$ cat config.mk
export PLATFORM = sky130hd
export DESIGN_NAME = hdma_frame_rx
export DESIGN_NICKNAME = d
export VERILOG_FILES = /design/src/rtl/hdma_pkg.sv /design/src/rtl/hdma_frame_store.sv /design/src/rtl/hdma_req_monitor.sv /design/src/rtl/hdma_handshake_fsm.sv /design/src/rtl/hdma_frame_rx.sv
export SDC_FILE = /design/constraint.sdc
export NUM_CORES = 1
export LEC_CHECK = 0
export ABC_AREA = 1
export ABC_CLOCK_PERIOD_IN_PS = 1560
export BUFFER_PORTS_ARGS = -buffer_cell sky130_fd_sc_hd__buf_2
export CORE_MARGIN = 1.5
export CORE_UTILIZATION = 37
export CTS_CLUSTER_SIZE = 10
export DETAILED_ROUTE_END_ITERATION = 10
export GPL_ROUTABILITY_DRIVEN = 0
export PLACE_DENSITY_LB_ADDON = 0.25
export SLEW_MARGIN = 25
export SYNTH_ARGS = -nofsm -noshare
export SYNTH_HDL_FRONTEND = slang
export SYNTH_SLANG_ARGS = --single-unit
$ cat constraint.sdc
create_clock -name clk -period 1.56 [get_ports clk]
set_input_delay 0.468 -clock clk [delete_from_list [all_inputs] [get_ports clk]]
set_output_delay 0.468 -clock clk [all_outputs]
set_load 0.02 [all_outputs]
$ cat src/rtl/hdma_pkg.sv
package hdma_pkg;
  typedef enum logic [1:0] {
    ST_ARM  = 2'd0,
    ST_WAIT = 2'd1,
    ST_FULL = 2'd2
  } rx_state_t;
endpackage

$ cat src/rtl/hdma_frame_store.sv
module hdma_frame_store #(
  parameter int DATA_W = 8,
  parameter int DEPTH  = 10,
  parameter int ADDR_W = 4
) (
  input  logic              clk,
  input  logic              wr_en,
  input  logic [ADDR_W-1:0] wr_addr,
  input  logic [DATA_W-1:0] wr_data,
  input  logic [ADDR_W-1:0] rd_addr,
  output logic [DATA_W-1:0] rd_data
);
  logic [DATA_W-1:0] mem [DEPTH];

  // Write port: simple dual-port RAM style so block RAM can be inferred
  always_ff @(posedge clk) begin
    if (wr_en) mem[wr_addr] <= wr_data;
  end

  // Registered read port
  always_ff @(posedge clk) begin
    rd_data <= mem[rd_addr];
  end
endmodule

$ cat src/rtl/hdma_req_monitor.sv
module hdma_req_monitor (
  input  logic clk,
  input  logic rst,
  input  logic host_req,
  input  logic frame_closed,
  output logic err_flag
);
  logic req_q;

  always_ff @(posedge clk) begin
    if (rst) begin
      req_q    <= 1'b0;
      err_flag <= 1'b0;
    end else begin
      req_q <= host_req;
      // A fresh request while the frame is closed is a protocol error
      if (host_req && !req_q && frame_closed) err_flag <= 1'b1;
    end
  end
endmodule

$ cat src/rtl/hdma_handshake_fsm.sv
module hdma_handshake_fsm
  import hdma_pkg::*;
#(
  parameter int DEPTH  = 10,
  parameter int ADDR_W = 4
) (
  input  logic              clk,
  input  logic              rst,
  input  logic              host_req,
  input  logic              frame_release,
  output logic              ready_o,
  output logic              more_o,
  output logic              frame_valid_o,
  output logic              wr_en,
  output logic [ADDR_W-1:0] wr_addr
);
  localparam logic [ADDR_W-1:0] LAST_POS = ADDR_W'(DEPTH - 1);

  rx_state_t         st;
  logic [ADDR_W-1:0] fill_pos;
  logic              rel_seen;
  logic              rel_now;

  assign wr_en   = host_req && ready_o;
  assign wr_addr = fill_pos;
  assign rel_now = frame_release || rel_seen;

  always_ff @(posedge clk) begin
    if (rst) begin
      st            <= ST_ARM;
      ready_o       <= 1'b0;
      more_o        <= 1'b1;
      frame_valid_o <= 1'b0;
      fill_pos      <= '0;
      rel_seen      <= 1'b0;
    end else begin
      case (st)
        ST_ARM: begin
          ready_o <= 1'b1;
          st      <= ST_WAIT;
        end
        ST_WAIT: begin
          if (host_req) begin
            ready_o <= 1'b0;
            if (fill_pos == LAST_POS) begin
              more_o        <= 1'b0;
              frame_valid_o <= 1'b1;
              rel_seen      <= 1'b0;
              st            <= ST_FULL;
            end else begin
              fill_pos <= fill_pos + 1'b1;
              st       <= ST_ARM;
            end
          end
        end
        ST_FULL: begin
          if (frame_release) rel_seen <= 1'b1;
          if (rel_now && !host_req) begin
            more_o        <= 1'b1;
            frame_valid_o <= 1'b0;
            fill_pos      <= '0;
            rel_seen      <= 1'b0;
            st            <= ST_ARM;
          end
        end
        default: st <= ST_ARM;
      endcase
    end
  end
endmodule

$ cat src/rtl/hdma_frame_rx.sv
module hdma_frame_rx #(
  parameter int BUS_W       = 20,
  parameter int BUS_LSB     = 12,
  parameter int FRAME_BYTES = 10,
  parameter int ADDR_W      = $clog2(FRAME_BYTES)
) (
  input  logic              clk,
  input  logic              rst,
  input  logic              host_req,
  input  logic [BUS_W-1:0]  host_bus,
  output logic              dev_ready,
  output logic              dev_more,
  output logic              frame_valid,
  input  logic              frame_release,
  input  logic [ADDR_W-1:0] rd_addr,
  output logic [7:0]        rd_data,
  output logic              overrun_err
);
  localparam int DATA_W = 8;

  logic [DATA_W-1:0] bus_byte;
  logic              wr_en;
  logic [ADDR_W-1:0] wr_addr;
  logic              unused_bus_bits;

  assign bus_byte        = host_bus[BUS_LSB +: DATA_W];
  assign unused_bus_bits = ^host_bus;

  hdma_handshake_fsm #(
    .DEPTH  (FRAME_BYTES),
    .ADDR_W (ADDR_W)
  ) u_fsm (
    .clk           (clk),
    .rst           (rst),
    .host_req      (host_req),
    .frame_release (frame_release),
    .ready_o       (dev_ready),
    .more_o        (dev_more),
    .frame_valid_o (frame_valid),
    .wr_en         (wr_en),
    .wr_addr       (wr_addr)
  );

  hdma_frame_store #(
    .DATA_W (DATA_W),
    .DEPTH  (FRAME_BYTES),
    .ADDR_W (ADDR_W)
  ) u_store (
    .clk     (clk),
    .wr_en   (wr_en),
    .wr_addr (wr_addr),
    .wr_data (bus_byte),
    .rd_addr (rd_addr),
    .rd_data (rd_data)
  );

  hdma_req_monitor u_mon (
    .clk          (clk),
    .rst          (rst),
    .host_req     (host_req),
    .frame_closed (!dev_more),
    .err_flag     (overrun_err)
  );
endmodule

==> flow_summary.ini, run 1 <==
[status]
status = completed

[logic_synthesis]
ys_warn_count = 0
synth_seq_cells = 100
synth_top_family_by_area = simple AND/OR/NAND/NOR gates
ys_seq_area_share_pct = 69.2
synth_nets = 403
synth_compound_area_share_pct = 6.43
yosys.area_share.simple_pct = 17.6
synth_area_per_cell_um2 = 10.9
ys_types = 24
synthesis.area_mm2 = 0.00405
postSynthCellCount = 371
synthAdderAreaFrac_pct = 1.24
synthMuxAreaShare_pct = 0
synth_xor_area_share_pct = 0

[clock_network]
max-clock-path-buffers = 2
clk_latency_ns = 0.36
ctsHtreeMaxLevel = 3
clk_pin_slew_ns = 0.10
cts_buffers = 9
numClockSinks = 100
post-cts-setup-buffers = 0
tritoncts = yes
cts_resized = 0
holdBufCountCts = 0
cts-root-buf = clkbuf_8

[worst_hold_path]
hold_path_startpoint = rst
hold_end = u_fsm.frame_valid_o
whs_path_depth = 2
hold_path.class = in2reg

[critical_path]
cp.required_ns = 1.63
ff2ff_path_depth = 4
cp.arrival_ns = 1.48
worstSetupPathType = reg2reg
crit_path_cell_trace = ha_1, inv_1, nor3_1, buf_4
slowest_stage = dfxtp_1
timing.rr.end = u_store.mem[3][7]
r2r-start = u_fsm.wr_addr[0]
rrSetupSlack_ns = 0.15
cpPeakStageDelay_ns = 0.44
setup.worst_path.end_class = flip-flop
crit_path_start_kind = flip-flop
crit_path_max_fanout = 8

[timing]
drv_slew = 0
slew_headroom_pct = 80.2
rsz0062_at_grt = no
tightest_slew_ns = 0.297
finalSetupViolCount = 0
final_hold_viol_count = 0
min_period_over_period_pct = 90.5
post-route-min-period_ns = 1.41
setup_tns_ns = 0
finalClockSkew_ns = 0.0118
timing.fmax_ghz = 0.708

[grt]
grt_pass1_wl_mm = 12.7
grt_start_max_net_pins = 29
track_usage_pct = 14.7
grt_pass1_vias = 2639
antenna_found_initial = 0
gr-total-overflow = 0

[floorplanning]
dieArea_mm2 = 0.0116
design.core.area_mm2 = 0.0107
die_y_um = 108
rows = 38
die_w_um = 108
start_util_pct = 37.7
io_pins = 40

[power_and_ir_drop]
p_per_area_mw_per_mm2 = 1050
peakVddDrop_v = 0.000453
leakagePower_nw = 1.79

[route]
routed_wl_mm = 7.80
drc = 0
wl_per_cell_um = 14.0
antenna_left = 0
vias = 2652
drt_iter0_drc = 135
drt_first_pass_iters = 4
via_per_inst = 4.76

[finish]
mostFrequentLayoutCells = 80 x edfxtp_1, 70 x nand2_1, 54 x nor2_1
syn2layout_area_growth_pct = 13.7
postLayoutCellArea_mm2 = 0.00460
drive_above_1_share_pct = 16.1
diodes = 0
final_common_cell = edfxtp_1
nets = 444

[placed_design]
place_hpwl_mm = 5.37
port_buffers = 27
placed_area_mm2 = 0.00442

[run]
drv_cap = 0
## cell usage after synthesis
master,instances,area (um^2)
nor3_1,5,25.0
nor2_1,54,203
buf_6,4,45.0
inv_1,30,113
buf_4,1,7.51
inv_2,4,15.0
o21ai_1,4,20.0
ha_1,4,50.1
edfxtp_1,80,2400
nand4_1,1,6.26
buf_2,5,25.0
buf_1,2,7.51
inv_4,1,6.26
o21ai_0,26,130
clkbuf_1,1,3.75
o211ai_1,5,37.5
a21oi_1,13,65.1
nand3_2,2,20.0
dfxtp_1,20,400
nand2_2,1,6.26
nor2_4,1,11.3
nand2_1,70,263
o21a_1,1,7.51
nand3_1,36,180
## logic make-up (layout without fill, tap and decap cells)
logic type               count (synthesis)  after routing
AO/OA/AOI/OAI                           49             49
flip-flops                             100            100
AND/OR/NAND/NOR                        170            170
buffers and inverters                   48             94
adder cells (fa/ha/maj)                  4              4
## report_power, final
part	total [mW]	switching (mW)	internal, mW	leakage (nW)
registers	2.94	0.0215	2.92	0.887
clock network	1.54	0.924	0.613	0.0878
logic	0.369	0.247	0.122	0.819
## worst max-delay path by stage
stage                     slack (ns)  cells after the start              from                end
after floorplan                -0.09                      3  u_fsm.wr_addr[0]  u_store.mem[3][0]
after global placement          0.02                      6          host_req  u_store.mem[8][4]
after detailed placement        0.03                      6          host_req  u_store.mem[8][4]
after CTS                       0.15                      5  u_fsm.wr_addr[0]  u_store.mem[6][5]
after global routing            0.03                      4  u_fsm.wr_addr[0]  u_store.mem[3][7]
final                           0.15                      4  u_fsm.wr_addr[0]  u_store.mem[3][7]
## sequential cells by signal (all words and copies together) (netlist names)
register	flops
u_fsm.rel_seen	1
u_fsm.ready_o	1
u_mon.err_flag	1
u_fsm.wr_addr	4
u_fsm.frame_valid_o	1
u_fsm.st	2
u_mon.req_q	1
u_fsm.more_o	1
u_store.mem	80
u_store.rd_data	8
## layout make-up
class,count,area (um^2)
clock inverters,6,60.1
clock buffers,10,128
repair buffers,43,280
multi-input cells,223,1020
fillers,1057,6140
inverters,35,134
flip-flops and latches,100,2800
well taps,140,175
## per-stage QoR
stage	worst slack [ns]	power (mW)	cells	hold WS, ns	util (%)
global placement	0.0249	3.37	541	0.447	41.1
floorplan	-0.0897	3.24	371	0.435	-
detailed placement	0.0282	3.38	541	0.447	41.1
finish	0.148	4.85	557	0.345	42.9
CTS	0.148	4.92	557	0.324	42.9
global route	0.0262	5.06	557	0.336	42.9
## worst max-delay path: cells and delay by family, from the launching register on
family | cells | cell delay (ns)
DFF | 1 | 0.44
buffers and inverters | 2 | 0.30
and+or+nand+nor | 1 | 0.19
adders and majority gates | 1 | 0.20
## metal layers
metal	share of wire (%)	routed length, um	vias to the layer above	global-route usage (%)
met5	0	0	-	0
met2	52	4020	49	26.3
li1	-	-	1342	-
met3	3.8	298	17	4.18
met4	2.5	193	0	6.02
met1	42	3280	1244	16.4
Note: power is estimated with default switching activity, not from simulation.
==> run 2: changes to the inputs <==
CORE_UTILIZATION = 52   (was 37)
==> run 2 against run 1 <==
Against the previous run: clock power grew 12%; power is 3.8% higher; cell area fell by 0.33%; fmax is 1.4% higher; die area down 28%; highest routed layer unchanged; sequential power is essentially flat; worst setup slack better by 0.019 ns.
==> flow_summary.ini, run 2 (synthesis gave the netlist of run 1 again) <==
[timing]
hold_ws_ns = 0.343
timing.fmax_ghz = 0.718
slew_headroom_pct = 80.4
final_hold_viol_count = 0
min_period_over_period_pct = 89.3
finalSetupViolCount = 0
rsz0062_at_grt = no
worst_slack_ns = 0.167
post-route-min-period_ns = 1.39
finalClockSkew_ns = 0.00977
tightest_slew_ns = 0.293
drv_slew = 0

[worst_hold_path]
whs_path_depth = 2
hold_end = u_fsm.ready_o
hold_path_startpoint = rst
hold_path.class = in2reg

[route]
drc = 0
wl_met3_um = 304
drt_iter0_drc = 137
routed_wl_mm = 7.68
antenna_left = 0
wl_met1_mm = 3.20
via_per_inst = 5.17
vias = 2684
wl_per_cell_um = 14.8
dr_wl_met2_mm = 4.04
highest_layer = met4
drt_first_pass_iters = 4

[finish]
diodes = 0
postLayoutCellArea_mm2 = 0.00459
final_common_cell = edfxtp_1
mostFrequentLayoutCells = 80 x edfxtp_1, 70 x nand2_1, 54 x nor2_1
largest_reg_flops = 80
top_register = u_store.mem
fin_cells = 519
syn2layout_area_growth_pct = 13.3
drive_above_1_share_pct = 16.4
nets = 447

[floorplanning]
start_util_pct = 54.7
die_w_um = 91.3
rows = 31
die_y_um = 91.3
io_pins = 40
dieArea_mm2 = 0.00833
design.core.area_mm2 = 0.00741

[grt]
grt_start_max_net_pins = 29
track_usage_pct = 19.8
gr-total-overflow = 0
antenna_found_initial = 0
grt_pass1_wl_mm = 12.6
grt_pass1_vias = 2651

[placed_design]
dp_slack_ns = 0.0512
dp_cells = 503
placed_area_mm2 = 0.00438
port_buffers = 27
place_hpwl_mm = 5.33

[clock_network]
holdBufCountCts = 0
clk_latency_ns = 0.36
post-cts-setup-buffers = 0
cts_buffers = 9
numClockSinks = 100
cts-root-buf = clkbuf_8
clk_pin_slew_ns = 0.09
tritoncts = yes
cts_resized = 0
ctsHtreeMaxLevel = 3
max-clock-path-buffers = 2

[status]
status = completed

[critical_path]
timing.rr.end = u_store.mem[6][6]
ff2ff_path_depth = 5
r2r-start = u_fsm.wr_addr[0]
worstSetupPathType = reg2reg
rrSetupSlack_ns = 0.17
cp.required_ns = 1.63
crit_path_max_fanout = 8
cp.arrival_ns = 1.47
crit_path_start = u_fsm.wr_addr[0]
crit_path_start_kind = flip-flop
setup.worst_path.end_class = flip-flop

[power_and_ir_drop]
leakagePower_nw = 1.82
peakVddDrop_v = 0.000560
p_per_area_mw_per_mm2 = 1100

[run]
drv_cap = 0
## run 2: how the worst max path moves through the flow
| stage | endpoint | slack (ns) |
|---|---|---|
| 4_1_cts | u_store.mem[6][5] | 0.16 |
| 3_3_place_gp | u_store.mem[8][0] | 0.07 |
| 5_1_grt | u_store.mem[6][5] | 0.06 |
| 3_5_place_dp | u_store.mem[0][3] | 0.05 |
| 2_1_floorplan | u_store.mem[3][0] | -0.09 |
| 6_report | u_store.mem[6][6] | 0.17 |
## run 2: per-layer routing
layer | up-vias | global-route usage [%]
met2 | 44 | 35.9
met3 | 15 | 3.77
met5 | - | 0
met1 | 1282 | 22.2
li1 | 1343 | -
met4 | 0 | 9.51
## run 2: stage by stage
stage	setup TNS, ns	util, %	power, mW
after floorplan	-2.74	-	3.24
after global routing	0	61.9	5.21
after detailed placement	0	59.1	3.38
after global placement	0	59.1	3.36
after CTS	0	61.9	5.07
final	0	61.9	5.03
## run 2: worst max-delay path, stage by stage (launching register included)
cell     delay, ns
dfxtp_1       0.37
inv_1         0.11
ha_1          0.15
inv_1         0.05
nor3_1        0.21
buf_4         0.22
## run 2: final cells by class
class	count	area [um^2]
fill	611	2820
sequential	100	2800
multi-input combinational	223	1020
timing repair buffer	46	290
clock buffer	13	170
inverter	35	134
tap	99	124
clock inverter	3	43.8
## run 2: report_power, final
group	leakage, nW	switching, mW	internal, mW
registers	0.887	0.0215	2.92
clock network	0.109	0.832	0.887
logic	0.829	0.246	0.123
